$ cat src/rtl/psw_pkg.sv
package psw_pkg;
  localparam int SEL_W   = 2;
  localparam int CORE_MOD = 4;               // base divide of the 4/5 core
  localparam int CORE_W  = 3;                // holds 0..CORE_MOD
  localparam int K_MIN   = 1;                // P = CORE_MOD * 2**k, smallest P = 8
  localparam int K_MAX   = K_MIN + (1 << SEL_W) - 1;
  localparam int K_W     = $clog2(K_MAX + 1);
  localparam int EXT_W   = K_MAX;            // extension counts 0 .. 2**k-1

  function automatic logic [K_W-1:0] sel_to_k(input logic [SEL_W-1:0] sel);
    return K_W'(sel) + K_W'(K_MIN);
  endfunction
endpackage

$ cat src/rtl/psw_rst_sync.sv
module psw_rst_sync #(
  parameter int STAGES = 2
) (
  input  logic clk,
  input  logic rst_n,
  output logic rst_n_sync
);
  logic [STAGES-1:0] sync_q;

  genvar gi;
  generate
    for (gi = 0; gi < STAGES; gi++) begin : g_stage
      if (gi == 0) begin : g_first
        always_ff @(posedge clk or negedge rst_n) begin
          if (!rst_n) sync_q[gi] <= 1'b0;
          else        sync_q[gi] <= 1'b1;
        end
      end else begin : g_next
        always_ff @(posedge clk or negedge rst_n) begin
          if (!rst_n) sync_q[gi] <= 1'b0;
          else        sync_q[gi] <= sync_q[gi-1];
        end
      end
    end
  endgenerate

  assign rst_n_sync = sync_q[STAGES-1];
endmodule

$ cat src/rtl/psw_prescaler.sv
module psw_prescaler
  import psw_pkg::*;
(
  input  logic           clk,
  input  logic           rst_n,
  input  logic           mc_next,   // next period divides by P+1
  input  logic [K_W-1:0] k_next,    // extension exponent for next period
  output logic           pre_tick
);
  logic [CORE_W-1:0] core_q, core_d;
  logic [EXT_W-1:0]  ext_q, ext_d;
  logic [EXT_W-1:0]  ext_load;
  logic              core_tick;

  always_comb begin
    core_tick = (core_q == '0);
    pre_tick  = core_tick && (ext_q == '0);
    ext_load  = EXT_W'((32'd1 << k_next) - 32'd1);
    core_d    = core_q;
    ext_d     = ext_q;
    if (core_tick) begin
      // the first core pass of a period swallows one extra cycle when asked
      core_d = (pre_tick && mc_next) ? CORE_W'(CORE_MOD) : CORE_W'(CORE_MOD - 1);
      ext_d  = (ext_q == '0) ? ext_load : ext_q - 1'b1;
    end else begin
      core_d = core_q - 1'b1;
    end
  end

  always_ff @(posedge clk or negedge rst_n) begin
    if (!rst_n) begin
      core_q <= '0;
      ext_q  <= '0;
    end else begin
      core_q <= core_d;
      ext_q  <= ext_d;
    end
  end

  p_core_range_r1: assert property (@(posedge clk) disable iff (!rst_n)
    core_q <= CORE_W'(CORE_MOD));
  p_tick_spacing_r1: assert property (@(posedge clk) disable iff (!rst_n)
    pre_tick |=> !pre_tick);
endmodule

$ cat src/rtl/psw_ctrl.sv
module psw_ctrl
  import psw_pkg::*;
#(
  parameter int B_W   = 13,
  parameter int A_W   = 6,
  parameter int B_MIN = 3
) (
  input  logic             clk,
  input  logic             rst_n,
  input  logic             pre_tick,
  input  logic [SEL_W-1:0] psel,
  input  logic [B_W-1:0]   b_in,
  input  logic [A_W-1:0]   a_in,
  output logic             mc_next,
  output logic [K_W-1:0]   k_next,
  output logic             div_pulse,
  output logic             cfg_err
);
  logic [A_W-1:0] a_rem_q, a_rem_d;
  logic [B_W-1:0] b_rem_q, b_rem_d;
  logic [K_W-1:0] k_q, k_d;
  logic           err_q, err_d;
  logic           run_q, run_d;
  logic           pulse_q, pulse_d;

  logic [B_W-1:0] b_eff;
  logic [A_W-1:0] a_eff;
  logic           a_big;
  logic           last_period;
  logic           boundary;

  always_comb begin
    b_eff       = (b_in < B_W'(B_MIN)) ? B_W'(B_MIN) : b_in;
    a_big       = B_W'(a_in) > b_eff;
    a_eff       = a_big ? b_eff[A_W-1:0] : a_in;
    last_period = (b_rem_q <= B_W'(1));
    boundary    = pre_tick && last_period;

    a_rem_d = a_rem_q;
    b_rem_d = b_rem_q;
    k_d     = k_q;
    err_d   = err_q;
    run_d   = run_q;
    if (boundary) begin
      a_rem_d = a_eff;
      b_rem_d = b_eff;
      k_d     = sel_to_k(psel);
      err_d   = a_big;
      run_d   = 1'b1;
    end else if (pre_tick) begin
      b_rem_d = b_rem_q - 1'b1;
      a_rem_d = (a_rem_q != '0) ? a_rem_q - 1'b1 : a_rem_q;
    end
    pulse_d = boundary && run_q;
    mc_next = (a_rem_d != '0);
    k_next  = k_d;
  end

  always_ff @(posedge clk or negedge rst_n) begin
    if (!rst_n) begin
      a_rem_q <= '0;
      b_rem_q <= B_W'(1);
      k_q     <= K_W'(K_MIN);
      err_q   <= 1'b0;
      run_q   <= 1'b0;
    end else if (pre_tick) begin
      a_rem_q <= a_rem_d;
      b_rem_q <= b_rem_d;
      k_q     <= k_d;
      err_q   <= err_d;
      run_q   <= run_d;
    end
  end

  always_ff @(posedge clk or negedge rst_n) begin
    if (!rst_n) pulse_q <= 1'b0;
    else        pulse_q <= pulse_d;
  end

  assign div_pulse = pulse_q;
  assign cfg_err   = err_q;

  p_swallow_within_main_r6: assert property (@(posedge clk) disable iff (!rst_n)
    B_W'(a_rem_q) <= b_rem_q);
  p_main_floor_r5: assert property (@(posedge clk) disable iff (!rst_n)
    boundary |=> (b_rem_q >= B_W'(B_MIN)));
  p_err_held_r7: assert property (@(posedge clk) disable iff (!rst_n)
    !boundary |=> $stable(err_q));
  p_k_range_r2: assert property (@(posedge clk) disable iff (!rst_n)
    (k_q >= K_W'(K_MIN)) && (k_q <= K_W'(K_MAX)));
endmodule

$ cat src/rtl/psw_divider.sv
module psw_divider
  import psw_pkg::*;
#(
  parameter int B_W        = 13,
  parameter int A_W        = 6,
  parameter int B_MIN      = 3,
  parameter int RST_STAGES = 2
) (
  input  logic             clk,
  input  logic             rst_n,
  input  logic [SEL_W-1:0] psel,
  input  logic [B_W-1:0]   b_cnt,
  input  logic [A_W-1:0]   a_cnt,
  output logic             div_pulse,
  output logic             cfg_err
);
  logic           rst_n_int;
  logic           pre_tick;
  logic           mc_next;
  logic [K_W-1:0] k_next;

  psw_rst_sync #(.STAGES(RST_STAGES)) u_rst (
    .clk(clk), .rst_n(rst_n), .rst_n_sync(rst_n_int)
  );

  psw_prescaler u_pre (
    .clk(clk), .rst_n(rst_n_int), .mc_next(mc_next), .k_next(k_next),
    .pre_tick(pre_tick)
  );

  psw_ctrl #(.B_W(B_W), .A_W(A_W), .B_MIN(B_MIN)) u_ctrl (
    .clk(clk), .rst_n(rst_n_int), .pre_tick(pre_tick), .psel(psel),
    .b_in(b_cnt), .a_in(a_cnt), .mc_next(mc_next), .k_next(k_next),
    .div_pulse(div_pulse), .cfg_err(cfg_err)
  );

  p_pulse_single_r3: assert property (@(posedge clk) disable iff (!rst_n_int)
    div_pulse |=> !div_pulse);
  p_pulse_needs_tick_r1: assert property (@(posedge clk) disable iff (!rst_n_int)
    $rose(div_pulse) |-> $past(pre_tick));
endmodule

$ cat config.mk
export PLATFORM = sky130hd
export DESIGN_NAME = psw_divider
export DESIGN_NICKNAME = d
export VERILOG_FILES = /design/src/rtl/psw_pkg.sv /design/src/rtl/psw_rst_sync.sv /design/src/rtl/psw_prescaler.sv /design/src/rtl/psw_ctrl.sv /design/src/rtl/psw_divider.sv
export SDC_FILE = /design/constraint.sdc
export NUM_CORES = 1
export LEC_CHECK = 0
export BUFFER_PORTS_ARGS = -buffer_cell sky130_fd_sc_hd__buf_2
export CELL_PAD_IN_SITES_DETAIL_PLACEMENT = 1
export CELL_PAD_IN_SITES_GLOBAL_PLACEMENT = 1
export CORE_MARGIN = 1.5
export CORE_UTILIZATION = 47
export DETAILED_ROUTE_END_ITERATION = 12
export GPL_TIMING_DRIVEN = 0
export MAX_ROUTING_LAYER = met4
export PLACE_DENSITY = 0.93
export SLEW_MARGIN = 20
export SYNTH_ARGS = -nofsm -noshare
export SYNTH_HDL_FRONTEND = slang
export SYNTH_SLANG_ARGS = --single-unit
$ cat constraint.sdc
create_clock -name clk -period 2.4 [get_ports clk]
set_clock_uncertainty 0.1 [all_clocks]
set_input_delay 0.48 -clock clk [delete_from_list [all_inputs] [get_ports clk]]
set_output_delay 0.48 -clock clk [all_outputs]
set_load 0.005 [all_outputs]
==> results by group, run 1 <==
Yosys
  – Synth Flop Type: dfrtp_1
  – Library cells used by synthesis: between 40 and 50
  – Yosys warnings: 0
  – Mapped Cells: 270
  – Synth Cell Area: roughly 2200 um2
  – Synthesized flop and latch total: 34
  – Ys async rst share: 100%
  – Syn Area/Cell: approximately 8.2 um2
  – Sequential share of the synthesized area: between 30% and 40%
  – Number of synthesized flops with an enable pin: 0
  – Syn nets: around 310

Global routing
  – Initial antenna violation count: 0
  – Largest net degree at the start of global routing: 33

STA
  – WEP type: register input
  – Worst Endpoint after GRT Repair: u_pre.core_q[0]$_DFF_PN0_/D

Floorplan
  – Die height: 71.8 um
  – Initial Util: 50.1%
  – Die X: between 70 and 80 um
  – Site Rows: 24
  – I/O Pins: 25

Outcome
  – Error: [ERROR DPL-0033] detailed placement checks failed during check placement.
  – Last stage reached: 5_1_grt
  – Status: did not finish

Place
  – Post-DP Area: around 2500 um2
  – DP Wirelength: approximately 4800 um
  – GPL Wtd Cong: between 0.8 and 0.9
  – Port Buffers: 24

Clocking
  – Maximum clock path buffer count: 2
  – CTS Buf Count: 5
  – Num Clock Sinks: 34
  – CTS Root Cell: clkbuf_8
  – H-Tree Depth: 2
## synth_stat cells, types with 4 or more instances
cell type | instances | area [um2]
a21oi_1 | 32 | 160
dfrtp_1 | 32 | 801
nor2_1 | 32 | 120
nand2_1 | 27 | 101
o21ai_0 | 21 | 105
inv_1 | 17 | 63.8
ha_1 | 14 | 175
nor3_1 | 12 | 60.1
a31oi_1 | 6 | 37.5
clkbuf_1 | 5 | 18.8
a211oi_1 | 4 | 30.0
mux2_2 | 4 | 45.0
nand3_1 | 4 | 20.0
## logic make-up after synthesis
group | Yosys count | share of synthesized area (%)
adder cells (fa/ha/maj) | 14 | 7.87
AND/OR/NAND/NOR | 105 | 23.3
other | 1 | 0.168
XOR/XNOR | 2 | 0.787
AO/OA/AOI/OAI | 83 | 22.3
flip-flops | 34 | 38.3
multiplexers | 6 | 2.92
buffers and inverters | 25 | 4.38
## stage by stage
stage                     setup WS [ns]  instances  TNS [ns]  util, %
after floorplan                  -0.764        270     -5.12        -
after global placement            -1.27        346    -11.06     55.4
after detailed placement          -1.28        346    -12.54     55.4
after CTS                        -0.730        385     -5.29     65.6
## timing repair
item / in CTS
hold endpoints to repair: 2
gates resized for setup: 35
hold buffers: 1
setup buffers: 31
pin swaps: 5
endpoints found under the setup margin: 28
==> inputs of run 2 (changes only) <==
--- a/config.mk
+++ b/config.mk
@@ -6,14 +6,11 @@
 export NUM_CORES = 1
 export LEC_CHECK = 0
 export BUFFER_PORTS_ARGS = -buffer_cell sky130_fd_sc_hd__buf_2
-export CELL_PAD_IN_SITES_DETAIL_PLACEMENT = 1
-export CELL_PAD_IN_SITES_GLOBAL_PLACEMENT = 1
 export CORE_MARGIN = 1.5
-export CORE_UTILIZATION = 47
+export CORE_UTILIZATION = 40
 export DETAILED_ROUTE_END_ITERATION = 12
 export GPL_TIMING_DRIVEN = 0
-export MAX_ROUTING_LAYER = met4
-export PLACE_DENSITY = 0.93
+export PLACE_DENSITY_LB_ADDON = 0.15
 export SLEW_MARGIN = 20
 export SYNTH_ARGS = -nofsm -noshare
 export SYNTH_HDL_FRONTEND = slang
==> run 2 against run 1 <==
- the flow now finishes, with violations (setup timing)
- synthesized cell count did not move
- area after synthesis did not move
==> results by group, run 2 <==
Layout
  – Fillers: between 500 and 600
  – Largest Register: u_ctrl.b_rem_q
  – Final nets: 360
  – Commonest non-fill, non-tap cell in the layout: nor2_1
  – Share of cells above drive strength 1: about 30%
  – Largest regs: u_ctrl.b_rem_q x13, u_ctrl.a_rem_q x6, u_pre.ext_q x4
  – Footprint of the multi-input gates: around 1400 um2
  – Area Growth Syn to Fin: 30.9%
  – Register area: ~850 um2
  – Max FFs per register: 13
  – Most frequent cells in the layout: 32 x nor2_1, 31 x dfrtp_1, 26 x nand2_1
  – Ant. Diodes: 0
  – Post-layout util: 55.6%

Outcome
  – Status: finished, violations left
  – Failing checks: setup timing

Floorplan
  – I/O Pins: 25
  – Site Rows: 26
  – Initial Util: between 40% and 50%
  – Core area: roughly 5200 um2
  – Die X: a little under 80 um
  – Full die area: about 6000 um2
  – Die height: about 78 um

Global routing
  – Vias in the first global route: 2075
  – Largest net degree at the start of global routing: 33
  – GRT Util Overall: 21.1%
  – Global-route wire length before repair: about 9900 um
  – GRT met2 Usage: approximately 33%
  – GRT Residual Overflow: 0
  – Most Used Layer, Global Route: met2
  – Met1 usage: between 20 and 30%
  – Initial antenna violation count: 0
  – Met3 Track Usage GR: between 3 and 4%

STA
  – Fmax: about 310 MHz
  – Slew HR: between 40 and 50%
  – Worst slew pin tran: around 0.8 ns
  – Crit path time final: roughly 3.2 ns
  – Fin. Hold Viols: 0
  – Final slew viol count: 0
  – Final period utilization: 134%
  – Final setup margin: -0.824 ns
  – Final setup violation count: 19
  – RSZ-0062 raised after global routing: true

Yosys
  – Synth cell count leaders: 32 x a21oi_1, 32 x dfrtp_1, 32 x nor2_1
  – Post-synthesis adder-cell area fraction: 7.87%
  – Area leader, netlist: dfrtp_1
  – Post-synthesis mux area share: under 10%
  – Ys async rst share: between 90% and 100%
  – Syn nets: 307
  – Syn Area/Cell: roughly 8.2 um2
  – Sequential share of the synthesized area: 38.3%
  – Library cells used by synthesis: 48
  – Post-Synth XOR/XNOR Area: less than 1%
  – Fraction of the mapped netlist area in compound gates: between 20 and 25%
  – Combinational family with the most area after synthesis: simple AND/OR/NAND/NOR gates
  – Yosys warnings: 0
  – Synth Cell Area: ~2200 um2
  – Top cell type's share of synthesized area: 36.0%
  – Synth Flop Type: dfrtp_1
  – Number of synthesized flops with an enable pin: 0
  – Post-synthesis simple-gate area fraction: 23.3%
  – Mapped Cells: 270
  – Synth area leaders: dfrtp_1 36%, ha_1 7.9%, a21oi_1 7.2%
  – Synthesized flop and latch total: 34

Drt
  – Via Count: 2208
  – Post-detailed-route wirelength per cell: between 15 and 20 um
  – Routed Antenna Nets: 0
  – Number of remaining DRC errors: 0
  – Vias per cell: about 5.6
  – First-pass iteration count of the detailed router: 5
  – Final wirelength: 5970 um
  – 1st-iter DRT viols: approximately 190

Clocking
  – CTS Buf Count: 5
  – Num Clock Sinks: 34
  – H-Tree Depth: 2
  – Clock-pin transition on the worst setup and hold timing paths: about 0.07 ns
  – Maximum clock path buffer count: 2
  – CTS tree: done
  – Clk Latency, worst-skew pair: about 0.29 ns
  – CTS Root Cell: clkbuf_8

Setup path
  – Worst setup EP type: flip-flop
  – Crit path max fanout: 4
  – WP data required: approximately 2.5 ns
  – CP startpoint kind: primary input
  – Critical Setup Path Class: primary input to flip-flop
  – Worst path arrival time: between 3 and 4 ns

Run
  – Number of max-cap violations: 0

Hold path
  – Hold Path Class: flip-flop to asynchronous set/reset pin

Pwr
  – Power Density: roughly 420 nW/um2
  – Max VDD drop: 0.333 mV
  – LEAKAGE: between 1 and 1.5 nW
  – Final Power: roughly 1.2 mW

Place
  – GPL Wtd Cong: a little over 0.8
  – Port Buffers: 24
  – DP Wirelength: 4300 um
## run 2: final timing paths
check	from	end	cells after the start	slack, ns
max	b_cnt[6]	u_pre.core_q[1]	15	-0.82
min	u_rst.rst_n_sync	u_ctrl.k_q[2]	0	0.24
max reg2reg	u_pre.ext_q[0]	u_pre.core_q[2]	10	-0.46
min reg2reg	u_rst.rst_n_sync	u_ctrl.k_q[2]	0	0.24
max in group asynchronous	u_rst.rst_n_sync	u_ctrl.a_rem_q[2]	0	1.49
min in group clk	u_rst.sync_q[0]	u_rst.rst_n_sync	0	0.25
## run 2: where the power goes
group / internal (mW) / total, mW / switching, mW
registers: 0.577 / 0.590 / 0.0133
clock network: 0.311 / 0.525 / 0.215
logic: 0.0515 / 0.108 / 0.0562
## run 2: final cells by class
class | instances | area share [%]
multi-input combinational | 211 | 49.4
sequential | 34 | 29.3
timing repair buffer | 46 | 10.6
tap | 70 | 3.01
clock buffer | 7 | 2.62
inverter | 17 | 2.19
buffer | 8 | 1.80
clock inverter | 1 | 1.03
## run 2: what timing repair did
item                       4_1_cts  5_1_grt
pin swaps                       17       12
hold endpoints to repair         2        0
buffers inserted                14        7
hold buffers                     1        0
resized for setup               25       13
setup endpoints to repair       25       26
## run 2: metal layers
metal	share of wire (%)	wire length (um)
met1	46	2760
met4	2.1	123
met3	5.0	299
met2	47	2790
met5	0	0
## run 2: cells by family after synthesis
group	count (synthesis)
buf+inv	25
other cells	1
simple gates	105
mux	6
xor+xnor	2
flops	34
fa+ha+maj	14
compound gates	83
## run 2: metrics by stage
stage | hold slack (ns) | TNS (ns) | setup slack [ns] | cell area (um2) | instances
global placement | 0.167 | -12.08 | -1.33 | 2480 | 364
global route | 0.256 | -10.46 | -0.973 | 2910 | 394
finish | 0.240 | -7.52 | -0.824 | 2910 | 394
CTS | 0.254 | -9.00 | -0.950 | 2810 | 387
floorplan | 0.0844 | -5.12 | -0.764 | 2280 | 270
detailed placement | 0.168 | -12.43 | -1.38 | 2480 | 364
## run 2: worst max-delay path, cell delays in order
cell      delay [ns]
buf_6           0.09
or4_4           0.53
nor4_4          0.26
buf_4           0.19
a31o_4          0.18
ha_4            0.20
nand4_1         0.07
or2_4           0.12
and3b_2         0.22
buf_6           0.11
nand2_4         0.08
o21ai_4         0.19
a21oi_2         0.08
o31a_1          0.34
a211oi_2        0.20
(Power assumes the default switching activity.)
==> inputs of run 3 (changes only) <==
--- a/config.mk
+++ b/config.mk
@@ -8,6 +8,7 @@
 export BUFFER_PORTS_ARGS = -buffer_cell sky130_fd_sc_hd__buf_2
 export CORE_MARGIN = 1.5
 export CORE_UTILIZATION = 40
+export CTS_BUF_LIST = sky130_fd_sc_hd__clkbuf_8 sky130_fd_sc_hd__clkbuf_16
 export DETAILED_ROUTE_END_ITERATION = 12
 export GPL_TIMING_DRIVEN = 0
 export PLACE_DENSITY_LB_ADDON = 0.15
==> run 3 against run 2 <==
- cell area unchanged
- hold slack worse by 0.0026 ns
- the run still ends with setup timing left
- final cell count is the same
- critical path depth stayed put
- global-route usage unchanged
- flip-flop and latch count is the same
- critical endpoint unchanged
- largest power group unchanged
- power down 0.56%
==> results by group, run 3 (synthesis gave the netlist of run 2 again) <==
Setup path
  – Worst setup EP type: flip-flop
  – CP peak stage delay: around 0.53 ns
  – Crit Reg-Reg Startpoint: u_pre.ext_q[1]
  – CP startpoint kind: primary input
  – Cell count of the worst reg-to-reg path: 10
  – Most frequent CP cell: buf_6
  – Worst reg2reg endpoint: u_pre.core_q[2]
  – WP data required: 2.51 ns
  – Worst path arrival time: 3.33 ns
  – Critical Setup Path Class: primary input to flip-flop
  – Crit path cell chain: buf_6 -> or4_4 -> nor4_4 -> buf_4 -> a31o_4 -> ha_4 -> nand4_1 -> or2_4 -> and3b_2 -> buf_6 -> nand2_4 -> o21ai_4 -> a21oi_2 -> o31a_1 -> a211oi_2
  – Reg2Reg Setup Slack: -0.46 ns
  – Slowest stage cell on the critical path: or4_4
  – Worst path bufs/invs: 3
  – Cell family with most CP delay: simple AND/OR/NAND/NOR gates
  – Crit path max fanout: 4

Clocking
  – CTS tree: done
  – Maximum clock path buffer count: 2
  – H-Tree Depth: 2
  – Num Clock Sinks: 34
  – CTS Buf Count: 5
  – Clock-pin transition on the worst setup and hold timing paths: 0.07 ns
  – CTS Root Cell: clkbuf_8
  – Clk Latency, worst-skew pair: a little under 0.3 ns

Layout
  – Post-route cell area: 2910 um2
  – Largest regs: u_ctrl.b_rem_q x13, u_ctrl.a_rem_q x6, u_pre.ext_q x4
  – Share of cells above drive strength 1: 29.9%
  – Register area: between 800 and 900 um2
  – Final Non-Filler Cells: 394
  – Footprint of the multi-input gates: about 1400 um2
  – Commonest non-fill, non-tap cell in the layout: nor2_1
  – Fillers: between 500 and 600
  – Area Growth Syn to Fin: 30.9%
  – Final nets: 360
  – Max FFs per register: 13
  – Largest Register: u_ctrl.b_rem_q
  – Ant. Diodes: 0
  – Most frequent cells in the layout: 32 x nor2_1, 31 x dfrtp_1, 26 x nand2_1

Drt
  – Number of remaining DRC errors: 0
  – Routed Antenna Nets: 0
  – First-pass iteration count of the detailed router: 5
  – Final wirelength: between 5000 and 6000 um
  – Vias per cell: approximately 5.6
  – Post-detailed-route wirelength per cell: between 15 and 20 um
  – Via Count: approximately 2.2k
  – 1st-iter DRT viols: approximately 190

Pwr
  – Power Density: 418 nW/um2
  – LEAKAGE: between 1 and 1.5 nW
  – Max VDD drop: around 0.33 mV

Floorplan
  – I/O Pins: 25
  – Full die area: 6020 um2
  – Die X: between 70 and 80 um
  – Initial Util: between 40% and 50%
  – Site Rows: 26
  – Core area: approximately 5200 um2
  – Die height: 77.6 um

Global routing
  – Vias in the first global route: about 2.1k
  – Initial antenna violation count: 0
  – GRT met2 Usage: 33.0%
  – Most Used Layer, Global Route: met2
  – Met3 Track Usage GR: under 10%
  – GRT Residual Overflow: 0
  – Largest net degree at the start of global routing: 33
  – Met1 usage: a little under 30%
  – GRT Util Overall: between 20% and 30%
  – Global-route wire length before repair: between 9000 and 10000 um

Hold path
  – Hold Path Class: flip-flop to asynchronous set/reset pin

Place
  – Post-Place Setup Slack: -1.38 ns
  – GPL Wtd Cong: 0.822
  – DP Cell Count: roughly 360
  – Post-DP Area: 2480 um2
  – Port Buffers: 24
  – DP Wirelength: between 4000 and 5000 um

STA
  – RSZ-0062 raised after global routing: true
  – Final period utilization: 134%
  – Slew HR: between 40% and 50%
  – Fin. Hold Viols: 0
  – Crit path time final: ~3.2 ns
  – Fmax: 310 MHz
  – Final setup margin: -0.823 ns
  – Final setup violation count: 19
  – Final slew viol count: 0
  – Worst slew pin tran: just over 0.8 ns

Outcome
  – Status: finished, violations left
  – Failing checks: setup timing

Run
  – Number of max-cap violations: 0
run 3: changes by cell type in the layout (fill, tap and decap cells not counted), sizes merged:
cell and delta:
clkbuf -2, inv +2
run 3: routing by layer:
metal  vias to the layer above  share of wire (%)
met1                      1040                 47
met5                         -                  0
met3                        12                4.5
met4                         0                2.1
li1                       1081                  -
met2                        62                 47
run 3: where the power goes:
| part | internal [mW] | total, mW | leakage, nW | switching [mW] |
|---|---|---|---|---|
| logic | 0.0515 | 0.108 | 0.830 | 0.0562 |
| clock network | 0.302 | 0.518 | 0.0607 | 0.216 |
| registers | 0.577 | 0.590 | 0.369 | 0.0132 |
run 3: metrics by stage:
step | utilization (%) | setup TNS, ns | power (mW) | hold WS (ns)
after floorplan | - | -5.12 | 0.639 | 0.0844
after detailed placement | 47.4 | -12.43 | 0.681 | 0.168
final | 55.6 | -7.53 | 1.22 | 0.238
after global placement | 47.4 | -12.08 | 0.679 | 0.167
after global routing | 55.6 | -10.46 | 1.27 | 0.256
after CTS | 53.6 | -9.00 | 1.22 | 0.254
run 3: cell type report:
class | count | area share [%]
Multi-Input combinational cell | 211 | 49.4
Timing Repair Buffer | 46 | 10.6
Tap cell | 70 | 3.01
Clock inverter | 3 | 1.29
Buffer | 8 | 1.80
Clock buffer | 5 | 2.36
Inverter | 17 | 2.19
Sequential cell | 34 | 29.3
run 3: repair_timing:
action / CTS / global route
endpoints found under the setup margin: 25 / 26
pin swaps: 17 / 12
gates resized for setup: 25 / 13
gates cloned: 0 / 0
hold endpoints to repair: 2 / 0
hold buffers: 1 / 0
buffers inserted: 14 / 7
run 3: worst max-delay path by stage:
stage          startpoint               to  slack (ns)  cells past startpoint
3_3_place_gp    b_cnt[10]  u_pre.core_q[0]       -1.33                     13
2_1_floorplan   b_cnt[10]  u_pre.core_q[0]       -0.76                     12
4_1_cts          b_cnt[6]  u_pre.core_q[1]       -0.95                     13
5_1_grt          b_cnt[6]  u_pre.core_q[1]       -0.97                     13
6_report         b_cnt[6]  u_pre.core_q[1]       -0.82                     15
3_5_place_dp    b_cnt[10]  u_pre.core_q[0]       -1.38                     13
==> inputs of run 4 (changes only) <==
==> constraint.sdc (replaced) <==
create_clock -name clk -period 3.5 [get_ports clk]
set_clock_uncertainty 0.1 [all_clocks]
set_input_delay 0.7 -clock clk [delete_from_list [all_inputs] [get_ports clk]]
set_output_delay 0.7 -clock clk [all_outputs]
set_load 0.005 [all_outputs]
==> run 4 against run 3 <==
- worst setup slack improved by 0.99 ns
- clock power decreased by 44%
- power down 38%
- critical endpoint is now u_pre.core_q[0]
- highest routed layer unchanged
- the run now ends clean
- largest power group unchanged
- critical path type unchanged
- utilization is 5.4 points lower
- first-iteration DRC count increased by 13%
- die area stayed put
==> results by group, run 4 (synthesis gave the netlist of run 2 again) <==
Outcome
  – Status: finished clean

Global routing
  – Initial antenna violation count: 0
  – Largest net degree at the start of global routing: 33
  – Vias in the first global route: about 2k
  – GRT Util Overall: between 20% and 30%
  – GRT Residual Overflow: 0
  – Global-route wire length before repair: about 9700 um

Setup path
  – Crit path cell chain: buf_6 -> or4_4 -> nor4_4 -> a31oi_2 -> ha_1 -> nand4_1 -> or2_4 -> and3b_2 -> a21o_1 -> a22oi_2 -> nand2_2 -> o31a_1 -> a211oi_2
  – Slowest stage cell on the critical path: or4_4
  – Worst path bufs/invs: 1
  – CP startpoint kind: primary input
  – CP peak stage delay: approximately 0.53 ns
  – Cell count of the worst reg-to-reg path: 12
  – Cell family with most CP delay: simple AND/OR/NAND/NOR gates
  – Setup crit end: u_pre.core_q[0]
  – Worst setup EP type: flip-flop
  – Worst path depth: 13
  – Critical path startpoint: b_cnt[6]
  – Worst reg2reg endpoint: u_pre.ext_q[2]
  – Crit Reg-Reg Startpoint: u_pre.ext_q[1]
  – WP data required: between 3 and 4 ns
  – Worst path arrival time: around 3.4 ns
  – Critical Setup Path Class: primary input to flip-flop
  – Crit path max fanout: 4
  – Reg2Reg Setup Slack: a little under 0.3 ns

Floorplan
  – Full die area: around 6000 um2
  – Initial Util: a little over two fifths
  – Die X: about 78 um
  – Core area: about 5200 um2
  – Site Rows: 26
  – I/O Pins: 25
  – Die height: approximately 78 um

Place
  – Post-Place Setup Slack: -0.587 ns
  – Port Buffers: 24
  – DP Wirelength: roughly 4200 um
  – Post-DP Area: around 2400 um2
  – GPL Wtd Cong: approximately 0.84

Layout
  – Commonest non-fill, non-tap cell in the layout: nor2_1
  – Largest regs: u_ctrl.b_rem_q x13, u_ctrl.a_rem_q x6, u_pre.ext_q x4
  – Share of cells above drive strength 1: just over 20%
  – Area Growth Syn to Fin: 18.0%
  – Largest Register: u_ctrl.b_rem_q
  – Most frequent cells in the layout: 32 x nor2_1, 31 x a21oi_1, 31 x dfrtp_1
  – Post-route cell area: 2630 um2
  – Max FFs per register: 13
  – Final nets: 343
  – Ant. Diodes: 0

STA
  – Final setup violation count: 0
  – Worst slew pin tran: 0.723 ns
  – Final setup margin: 0.169 ns
  – Final period utilization: 95.2%
  – Fmax: approximately 300 MHz
  – RSZ-0062 raised after global routing: false
  – Fin. Hold Viols: 0
  – Final slew viol count: 0
  – Slew HR: 51.8%
  – Crit path time final: ~3.3 ns
  – Setup TNS: 0 ns

Pwr
  – Final Power: ~0.76 mW
  – Power Density: a little under 300 nW/um2
  – Max VDD drop: 0.164 mV
  – LEAKAGE: 1.12 nW

Drt
  – Via Count: 2078
  – Number of remaining DRC errors: 0
  – Met2 WL: approximately 2600 um
  – Highest Signal Layer: met4
  – First-pass iteration count of the detailed router: 4
  – Vias per cell: 5.53
  – Post-detailed-route wirelength per cell: between 10 and 15 um
  – 1st-iter DRT viols: ~210
  – Final wirelength: approximately 5600 um
  – WL met3: between 200 and 300 um
  – Routed Antenna Nets: 0
  – M1 WL: between 2000 and 3000 um

Hold path
  – Hold Path Class: primary input to asynchronous set/reset pin

Clocking
  – CTS Buf Count: 5
  – Clock-pin transition on the worst setup and hold timing paths: approximately 0.070 ns
  – Num Clock Sinks: 34
  – CTS tree: done
  – Maximum clock path buffer count: 2
  – Clk Latency, worst-skew pair: roughly 0.28 ns
  – H-Tree Depth: 2
  – CTS Root Cell: clkbuf_8

Run
  – Number of max-cap violations: 0
[run 4: cell types whose count changed in the layout (fill, tap and decap cells not counted), sizes merged]
cell / delta
clkbuf: +2
bufinv: -1
buf: -17
dlygate4sd3: -1
inv: -1
[run 4: stage by stage]
step	hold slack [ns]	util [%]	cells
3_3_place_gp	0.234	46.6	364
5_1_grt	0.0728	50.2	376
3_5_place_dp	0.238	46.7	364
4_1_cts	0.0723	49.8	375
2_1_floorplan	0.231	-	270
6_report	0.0825	50.2	376
[run 4: final cells by class]
type	instances	area, um2
plain buffers	8	33.8
clock buffers	6	82.6
clock inverters	1	3.75
fillers	533	2610
inverters	17	63.8
multi-input cells	211	1340
flip-flops and latches	34	855
well taps	70	87.6
repair buffers	29	164
[run 4: worst register-to-register path, stage by stage, from the launching register on]
cell     delay, ns
dfrtp_1       0.43
or4_4         0.56
or3_1         0.34
buf_2         0.17
nor3_2        0.29
buf_2         0.27
nor3_1        0.07
o21a_1        0.20
a21oi_1       0.20
ha_1          0.20
a41o_1        0.10
a21oi_1       0.06
a21oi_1       0.14
[run 4: layer usage]
layer / vias to the layer above / track usage (%)
met2: 46 / 31.7
met4: 0 / 6.18
li1: 1052 / -
met5: - / 0
met1: 973 / 28.3
met3: 7 / 3.65
[run 4: worst min path at each step]
stage | slack, ns | from | end | cells after the start
finish | 0.08 | rst_n | u_rst.rst_n_sync | 1
global route | 0.07 | rst_n | u_rst.rst_n_sync | 1
floorplan | 0.23 | u_rst.sync_q[0] | u_rst.rst_n_sync | 0
global placement | 0.23 | u_rst.sync_q[0] | u_rst.rst_n_sync | 0
detailed placement | 0.24 | u_rst.sync_q[0] | u_rst.rst_n_sync | 0
CTS | 0.07 | rst_n | u_rst.rst_n_sync | 1
[run 4: what timing repair did]
action / in CTS / in global routing
pin swaps: 12 / 5
buffers inserted: 4 / 1
cloned: 0 / 0
hold buffers: 0 / 0
resized for setup: 13 / 1
hold endpoints to repair: 0 / 0
setup endpoints to repair: 3 / 2
[run 4: report_power, final]
part	total [mW]	switching [mW]	internal, mW
Sequential	0.405	0.00896	0.396
Clock	0.292	0.139	0.153
Combinational	0.0607	0.0329	0.0278
Total	0.758	0.181	0.577
